`config.mk`:
```
export PLATFORM = sky130hd
export DESIGN_NAME = stereo_sample_loader
export DESIGN_NICKNAME = d
export VERILOG_FILES = /design/src/rtl/ssl_pkg.sv /design/src/rtl/ssl_ctrl.sv /design/src/rtl/ssl_datapath.sv /design/src/rtl/stereo_sample_loader.sv
export SDC_FILE = /design/constraint.sdc
export NUM_CORES = 1
export LEC_CHECK = 0
export BUFFER_PORTS_ARGS = -buffer_cell sky130_fd_sc_hd__buf_2
export CAP_MARGIN = 40
export CORE_MARGIN = 2
export CORE_UTILIZATION = 51
export CTS_CLUSTER_DIAMETER = 80
export DETAILED_ROUTE_END_ITERATION = 16
export HOLD_SLACK_MARGIN = 0.06
export PLACE_DENSITY = 0.74
export SYNTH_ARGS = -nofsm -noshare
export SYNTH_HDL_FRONTEND = slang
export SYNTH_SLANG_ARGS = --single-unit
```
`constraint.sdc`:
```
create_clock -name clk -period 1.55 [get_ports clk]
set_clock_uncertainty 0.2 [all_clocks]
set_input_delay 0 -clock clk [delete_from_list [all_inputs] [get_ports clk]]
set_output_delay 0 -clock clk [all_outputs]
set_load 0.1 [all_outputs]
```
`src/rtl/ssl_pkg.sv`:
```
package ssl_pkg;
  localparam int unsigned SAMPLE_W = 24;

  typedef struct packed {
    logic wrA;        // store host data in channel A holding register
    logic wrB;        // store host data in channel B holding register
    logic xferFrame;  // frame start transfer
    logic replay;     // frame start is an underrun: resend previous samples
    logic xferB;      // load channel B buffer into shift register
  } ssl_strobe_t;
endpackage

```
`src/rtl/ssl_ctrl.sv`:
```
module ssl_ctrl
  import ssl_pkg::*;
(
  input  logic        clk,
  input  logic        rst,
  input  logic        wrEn,
  input  logic        frameStart,
  input  logic        chBStart,
  input  logic        irqEnable,
  input  logic        clrUnderrun,
  output ssl_strobe_t strobes,
  output logic        emptyFlag,
  output logic        underrunFlag,
  output logic        irq
);

  logic ptrB;       // 0: next write goes to A, 1: to B
  logic effPtrB;    // pointer after the frame start override

  always_comb begin
    effPtrB           = frameStart ? 1'b0 : ptrB;
    strobes.wrA       = wrEn & ~effPtrB;
    strobes.wrB       = wrEn & effPtrB;
    strobes.xferFrame = frameStart;
    strobes.replay    = frameStart & emptyFlag;
    strobes.xferB     = chBStart & ~frameStart;
  end

  always_ff @(posedge clk) begin
    if (rst) begin
      ptrB         <= 1'b0;
      emptyFlag    <= 1'b1;
      underrunFlag <= 1'b0;
      irq          <= 1'b0;
    end else begin
      if (wrEn)
        ptrB <= ~effPtrB;
      else if (frameStart)
        ptrB <= 1'b0;

      if (frameStart)
        emptyFlag <= 1'b1;
      else if (strobes.wrB)
        emptyFlag <= 1'b0;

      if (frameStart && emptyFlag)
        underrunFlag <= 1'b1;
      else if (clrUnderrun)
        underrunFlag <= 1'b0;

      irq <= frameStart & irqEnable;
    end
  end

  // frame start without a write leaves the pointer on A
  p_ptr_force_r3: assert property (@(posedge clk) disable iff (rst)
    (frameStart && !wrEn) |=> !ptrB);

  // write colliding with frame start moves the pointer to B
  p_collide_ptr_r10: assert property (@(posedge clk) disable iff (rst)
    (frameStart && wrEn) |=> ptrB);

  // frame start sets the empty flag
  p_empty_set_r4: assert property (@(posedge clk) disable iff (rst)
    frameStart |=> emptyFlag);

  // a B write outside a frame start clears the empty flag
  p_empty_clear_r4: assert property (@(posedge clk) disable iff (rst)
    (wrEn && ptrB && !frameStart) |=> !emptyFlag);

  // interrupt follows an enabled frame start
  p_irq_raise_r7: assert property (@(posedge clk) disable iff (rst)
    (frameStart && irqEnable) |=> irq);

  // no interrupt without an enabled frame start
  p_irq_quiet_r7: assert property (@(posedge clk) disable iff (rst)
    !(frameStart && irqEnable) |=> !irq);

  // underrun latches
  p_underrun_set_r8: assert property (@(posedge clk) disable iff (rst)
    (frameStart && emptyFlag) |=> underrunFlag);

  // underrun stays until cleared
  p_underrun_sticky_r8: assert property (@(posedge clk) disable iff (rst)
    (underrunFlag && !clrUnderrun) |=> underrunFlag);

  // clear without a new underrun drops the flag
  p_underrun_clr_r9: assert property (@(posedge clk) disable iff (rst)
    (clrUnderrun && !(frameStart && emptyFlag)) |=> !underrunFlag);

endmodule

```
`src/rtl/ssl_datapath.sv`:
```
module ssl_datapath
  import ssl_pkg::*;
#(
  parameter int unsigned DATA_W = SAMPLE_W
)(
  input  logic              clk,
  input  logic              rst,
  input  ssl_strobe_t       strobes,
  input  logic [DATA_W-1:0] wrData,
  output logic [DATA_W-1:0] loadData,
  output logic              loadStrobe
);

  localparam logic [DATA_W-1:0] ZERO = '0;

  logic [DATA_W-1:0] holdA;
  logic [DATA_W-1:0] holdB;
  logic [DATA_W-1:0] bufB;
  logic [DATA_W-1:0] lastA;

  always_ff @(posedge clk) begin
    if (rst) begin
      holdA <= ZERO;
      holdB <= ZERO;
    end else begin
      if (strobes.wrA) holdA <= wrData;
      if (strobes.wrB) holdB <= wrData;
    end
  end

  always_ff @(posedge clk) begin
    if (rst) begin
      bufB       <= ZERO;
      lastA      <= ZERO;
      loadData   <= ZERO;
      loadStrobe <= 1'b0;
    end else begin
      loadStrobe <= strobes.xferFrame | strobes.xferB;
      if (strobes.xferFrame) begin
        if (strobes.replay) begin
          loadData <= lastA;
        end else begin
          loadData <= holdA;
          lastA    <= holdA;
          bufB     <= holdB;
        end
      end else if (strobes.xferB) begin
        loadData <= bufB;
      end
    end
  end

  // a load request yields a strobe
  p_strobe_r5: assert property (@(posedge clk) disable iff (rst)
    (strobes.xferFrame || strobes.xferB) |=> loadStrobe);

  // no request, no strobe, data held
  p_idle_r5: assert property (@(posedge clk) disable iff (rst)
    !(strobes.xferFrame || strobes.xferB) |=> (!loadStrobe && $stable(loadData)));

  // normal frame start presents the A sample
  p_frame_load_r5: assert property (@(posedge clk) disable iff (rst)
    (strobes.xferFrame && !strobes.replay) |=> (loadData == $past(holdA)));

  // channel B buffer only changes on a normal frame start
  p_bufb_hold_r6: assert property (@(posedge clk) disable iff (rst)
    !(strobes.xferFrame && !strobes.replay) |=> $stable(bufB));

  // underrun keeps the previous A sample for resending
  p_replay_r8: assert property (@(posedge clk) disable iff (rst)
    (strobes.xferFrame && strobes.replay) |=> (loadData == $past(lastA)));

endmodule

```
`src/rtl/stereo_sample_loader.sv`:
```
module stereo_sample_loader
  import ssl_pkg::*;
#(
  parameter int unsigned DATA_W = SAMPLE_W
)(
  input  logic              clk,
  input  logic              rst,
  input  logic              wrEn,
  input  logic [DATA_W-1:0] wrData,
  input  logic              frameStart,
  input  logic              chBStart,
  input  logic              irqEnable,
  input  logic              clrUnderrun,
  output logic [DATA_W-1:0] loadData,
  output logic              loadStrobe,
  output logic              emptyFlag,
  output logic              underrunFlag,
  output logic              irq
);

  ssl_strobe_t strobes;

  ssl_ctrl ctrl_i (
    .clk          (clk),
    .rst          (rst),
    .wrEn         (wrEn),
    .frameStart   (frameStart),
    .chBStart     (chBStart),
    .irqEnable    (irqEnable),
    .clrUnderrun  (clrUnderrun),
    .strobes      (strobes),
    .emptyFlag    (emptyFlag),
    .underrunFlag (underrunFlag),
    .irq          (irq)
  );

  ssl_datapath #(.DATA_W(DATA_W)) dp_i (
    .clk        (clk),
    .rst        (rst),
    .strobes    (strobes),
    .wrData     (wrData),
    .loadData   (loadData),
    .loadStrobe (loadStrobe)
  );

  // framer collision never produces two loads in a row from one cycle
  p_frame_wins_r11: assert property (@(posedge clk) disable iff (rst)
    (frameStart && chBStart) |=> (loadStrobe && emptyFlag));

endmodule

```
==> impl_table.tex <==
\begin{tabular}{lr}
\hline
Metric & Value \\
\hline
\multicolumn{2}{l}{\textbf{Floorplanning}} \\
\quad Area of the core & 0.00911 sq mm \\
\quad Die area & 0.0100 sq mm \\
\quad Initial cell density of the core & 0.516 \\
\quad Die height & 100 microns \\
\quad Die width & 100 microns \\
\quad Number of placement rows & 35 \\
\quad Number of top-level pins & 59 \\
\multicolumn{2}{l}{\textbf{Final layout}} \\
\quad Fraction of the core area covered by cells at the end of the flow & 0.673 \\
\quad Final layout net count & 622 \\
\quad Final Cell Area & 0.00613 sq mm \\
\quad Final cell count without fillers & 713 \\
\quad Fraction of layout instances using a drive strength above 1 & 0.199 \\
\quad Antenna diode count & 0 \\
\quad Area growth from synthesis to layout & 30.5\% \\
\multicolumn{2}{l}{\textbf{Setup path}} \\
\quad Flop2flop setup slack & 90 ps \\
\quad Worst reg2reg endpoint & dp\_i.holdA[3] \\
\quad Worst-path cell chain & buf\_2 \\
\quad Launching element type of the critical path & flip-flop \\
\quad Reg2reg path depth & 5 \\
\quad Reg-to-reg critical path startpoint & ctrl\_i.ptrB \\
\quad Number of gates on the worst path with buffers counted & 1 \\
\quad Startpoint of the most critical setup path & dp\_i.loadData[23] \\
\quad Kind of cell with the highest combined delay on the critical path & buffers and inverters \\
\quad Largest fanout of any net on the critical path & 2 \\
\quad Required @ worst endpoint & 1350 ps \\
\quad Worst Path Arrival & 1300 ps \\
\quad Number of buffers and inverters on the critical path & 1 \\
\quad Slowest cell on crit path & buf\_2 \\
\quad Maximum cell stage delay along the critical path & 450 ps \\
\quad Type of element capturing the critical path & primary output \\
\quad Setup CP Type & flip-flop to primary output \\
\multicolumn{2}{l}{\textbf{Power and ir drop}} \\
\quad Worst IR drop on VDD & 728 uV \\
\quad Total Power & 7.51 mW \\
\quad Leakage Power & 2.62 nW \\
\quad P per Cell Area & 1220 mW/mm\^{}2 \\
\multicolumn{2}{l}{\textbf{STA}} \\
\quad Slew at the pin closest to its max-slew limit & 491 ps \\
\quad Maximum achievable frequency & 0.666 GHz \\
\quad Smallest setup slack after layout & 47.7 ps \\
\quad Share of the clock period used by the worst path & 0.969 \\
\quad Worst hold slack across all endpoints & 88.4 ps \\
\quad Number of setup violations in the final report & 0 \\
\quad Unrepaired setup endpoints after global routing & false \\
\quad Min cycle time layout & 1500 ps \\
\quad Total negative slack for setup checks & 0 ps \\
\quad Final hold violation count & 0 \\
\quad Max-Slew Margin vs Limit & 0.675 \\
\quad Fin. max-slew vios & 0 \\
\multicolumn{2}{l}{\textbf{Global routing}} \\
\quad Wire length of the first global-routing pass & 17.9 mm \\
\quad Pin count of the biggest net entering global routing & 99 \\
\quad Number of antenna violations at the first check in global routing & 0 \\
\quad Overall track demand over capacity in global routing & 0.229 \\
\quad Vias in the first global route & 3745 \\
\quad Total global routing overflow & 0 \\
\multicolumn{2}{l}{\textbf{Clock network}} \\
\quad TritonCTS Buffers & 17 \\
\quad Buffer depth of the longest clock path & 2 \\
\quad Clock latency at the later pin of the worst-skew pair & 500 ps \\
\quad Num Clock Sinks & 125 \\
\quad CTS tree & done \\
\quad Clock-pin slew reported for the worst setup and hold paths after clock tree synthesis & 60 ps \\
\quad CTS HTree Levels & 4 \\
\quad Clock Tree Root & clkbuf\_8 \\
\multicolumn{2}{l}{\textbf{Hold path}} \\
\quad Worst hold path cell count & 3 \\
\quad Hold worst-path end & ctrl\_i.ptrB \\
\quad Critical hold path startpoint & rst \\
\quad Class of the tightest hold or removal check & input port to flip-flop \\
\multicolumn{2}{l}{\textbf{Synthesis}} \\
\quad Most used DFF post-synth & dfxtp\_1 \\
\quad Most frequent cell after synthesis & dfxtp\_1 \\
\quad Seq/Total Area, Yosys & 0.532 \\
\quad Synthesized area divided by synthesized cell count & 9.52 sq um \\
\quad Post-synth EDFFs & 0 \\
\quad Most numerous cell types in the synthesized netlist & 125 x dfxtp\_1, 97 x nand2\_1, 96 x mux2i\_1 \\
\quad Leading area contributor after synthesis & dfxtp\_1 \\
\quad Post-Syn Nets & 527 \\
\quad Number of distinct library cells after synthesis & 15 \\
\quad Synthesized netlist cell count & 494 \\
\quad Share of flip-flops with an asynchronous set or reset & 0 \\
\quad Proportion of netlist area held by the largest area contributor & 0.532 \\
\quad Flip-flop and latch count after synthesis & 125 \\
\quad Cell Area, Synth & 0.00470 sq mm \\
\quad YS warnings & 0 \\
\quad Most area-consuming cells after synthesis & dfxtp\_1 53\%, mux2i\_1 20\%, nand2\_1 7.7\% \\
\multicolumn{2}{l}{\textbf{Route}} \\
\quad DRC violation total after the first TritonRoute iteration & 215 \\
\quad Routed len/inst & 15.3 microns \\
\quad First drt pass iteration count & 5 \\
\quad Number of antenna-violating nets in the routed design & 0 \\
\quad DRC violations left & 0 \\
\quad Final wirelength & 10.9 mm \\
\quad Number of vias per cell after detailed routing & 5.31 \\
\quad Vias & 3788 \\
\multicolumn{2}{l}{\textbf{Place}} \\
\quad Placement Cell Area & 0.00520 sq mm \\
\quad Gpl congestion & 0.717 \\
\quad DP Cell Count & 644 \\
\quad Placement-stage worst setup slack & 78.0 ps \\
\quad PortBufs & 58 \\
\quad Placed wire-length estimate & 6.66 mm \\
\multicolumn{2}{l}{\textbf{Outcome}} \\
\quad Run status & finished clean \\
\multicolumn{2}{l}{\textbf{Job}} \\
\quad Max Cap Violations & 0 \\
\hline
\end{tabular}
[logic make-up after synthesis]
group,Yosys count,share of synthesized area
multiplexers,96,0.204
adder cells (fa/ha/maj),2,0.00532
buffers and inverters,42,0.0447
AND/OR/NAND/NOR,155,0.127
flip-flops,125,0.532
AO/OA/AOI/OAI,74,0.0857
[power by group]
part	switching [mW]	internal, mW	total (mW)
logic	0.271	0.221	0.492
clock network	1.42	2.28	3.70
registers	0.0431	3.28	3.32
[registers in the layout, summed over array words and instances (netlist names)]
| signal | count |
|---|---|
| dp_i.loadData | 24 |
| dp_i.holdA | 24 |
| dp_i.holdB | 24 |
| dp_i.lastA | 24 |
| ctrl_i.emptyFlag | 1 |
| dp_i.bufB | 24 |
| ctrl_i.irq | 1 |
| ctrl_i.ptrB | 1 |
| ctrl_i.underrunFlag | 1 |
| dp_i.loadStrobe | 1 |
[final cells by class]
cell class | count | area (sq um)
clock buffers | 17 | 414
clock inverters | 15 | 150
fillers | 724 | 2970
inverters | 3 | 11.3
multi-input cells | 327 | 2010
flip-flops and latches | 125 | 2510
well taps | 111 | 139
repair buffers | 115 | 908
[routing by layer]
metal	up-vias	GRT usage	share of wire
met3	10	0.0529	0.052
li1	1853	-	-
met4	0	0.0864	0.012
met1	1808	0.290	0.44
met5	-	0	0
met2	117	0.383	0.50
[cells in the final DEF (no fill, tap or decap)]
cell type / Yosys / layout
nor2_1: 52 / 52
buf_4: 7 / 16
nand2b_4: 0 / 1
ha_2: 0 / 2
nor2b_4: 0 / 1
bufinv_16: 0 / 2
a21oi_1: 49 / 49
clkbuf_8: 0 / 1
dfxtp_4: 0 / 1
dlygate4sd3_1: 0 / 32
or2_1: 1 / 1
clkbuf_16: 0 / 16
nand2b_1: 4 / 3
buf_12: 0 / 8
o22ai_1: 24 / 24
nand2_1: 97 / 97
buf_2: 21 / 57
buf_6: 0 / 2
clkinvlp_4: 0 / 4
mux2i_1: 96 / 96
clkinv_4: 0 / 4
inv_1: 3 / 3
dfxtp_1: 125 / 124
a21o_1: 1 / 1
clkinv_2: 0 / 5
[repair_timing]
item,CTS,global route
hold endpoints to repair,125,0
buffers inserted,0,5
gates resized for setup,1,1
hold buffers,32,0
setup endpoints to repair,1,2
[worst max path at each step]
stage | endpoint | slack, ps
final | loadData[23] | 50
after global routing | loadData[23] | 1
after CTS | emptyFlag | 10
after detailed placement | dp_i.holdB[5] | 80
after global placement | dp_i.holdB[9] | 150
after floorplan | dp_i.holdB[10] | 7
Power figures use the tool's default switching activity.
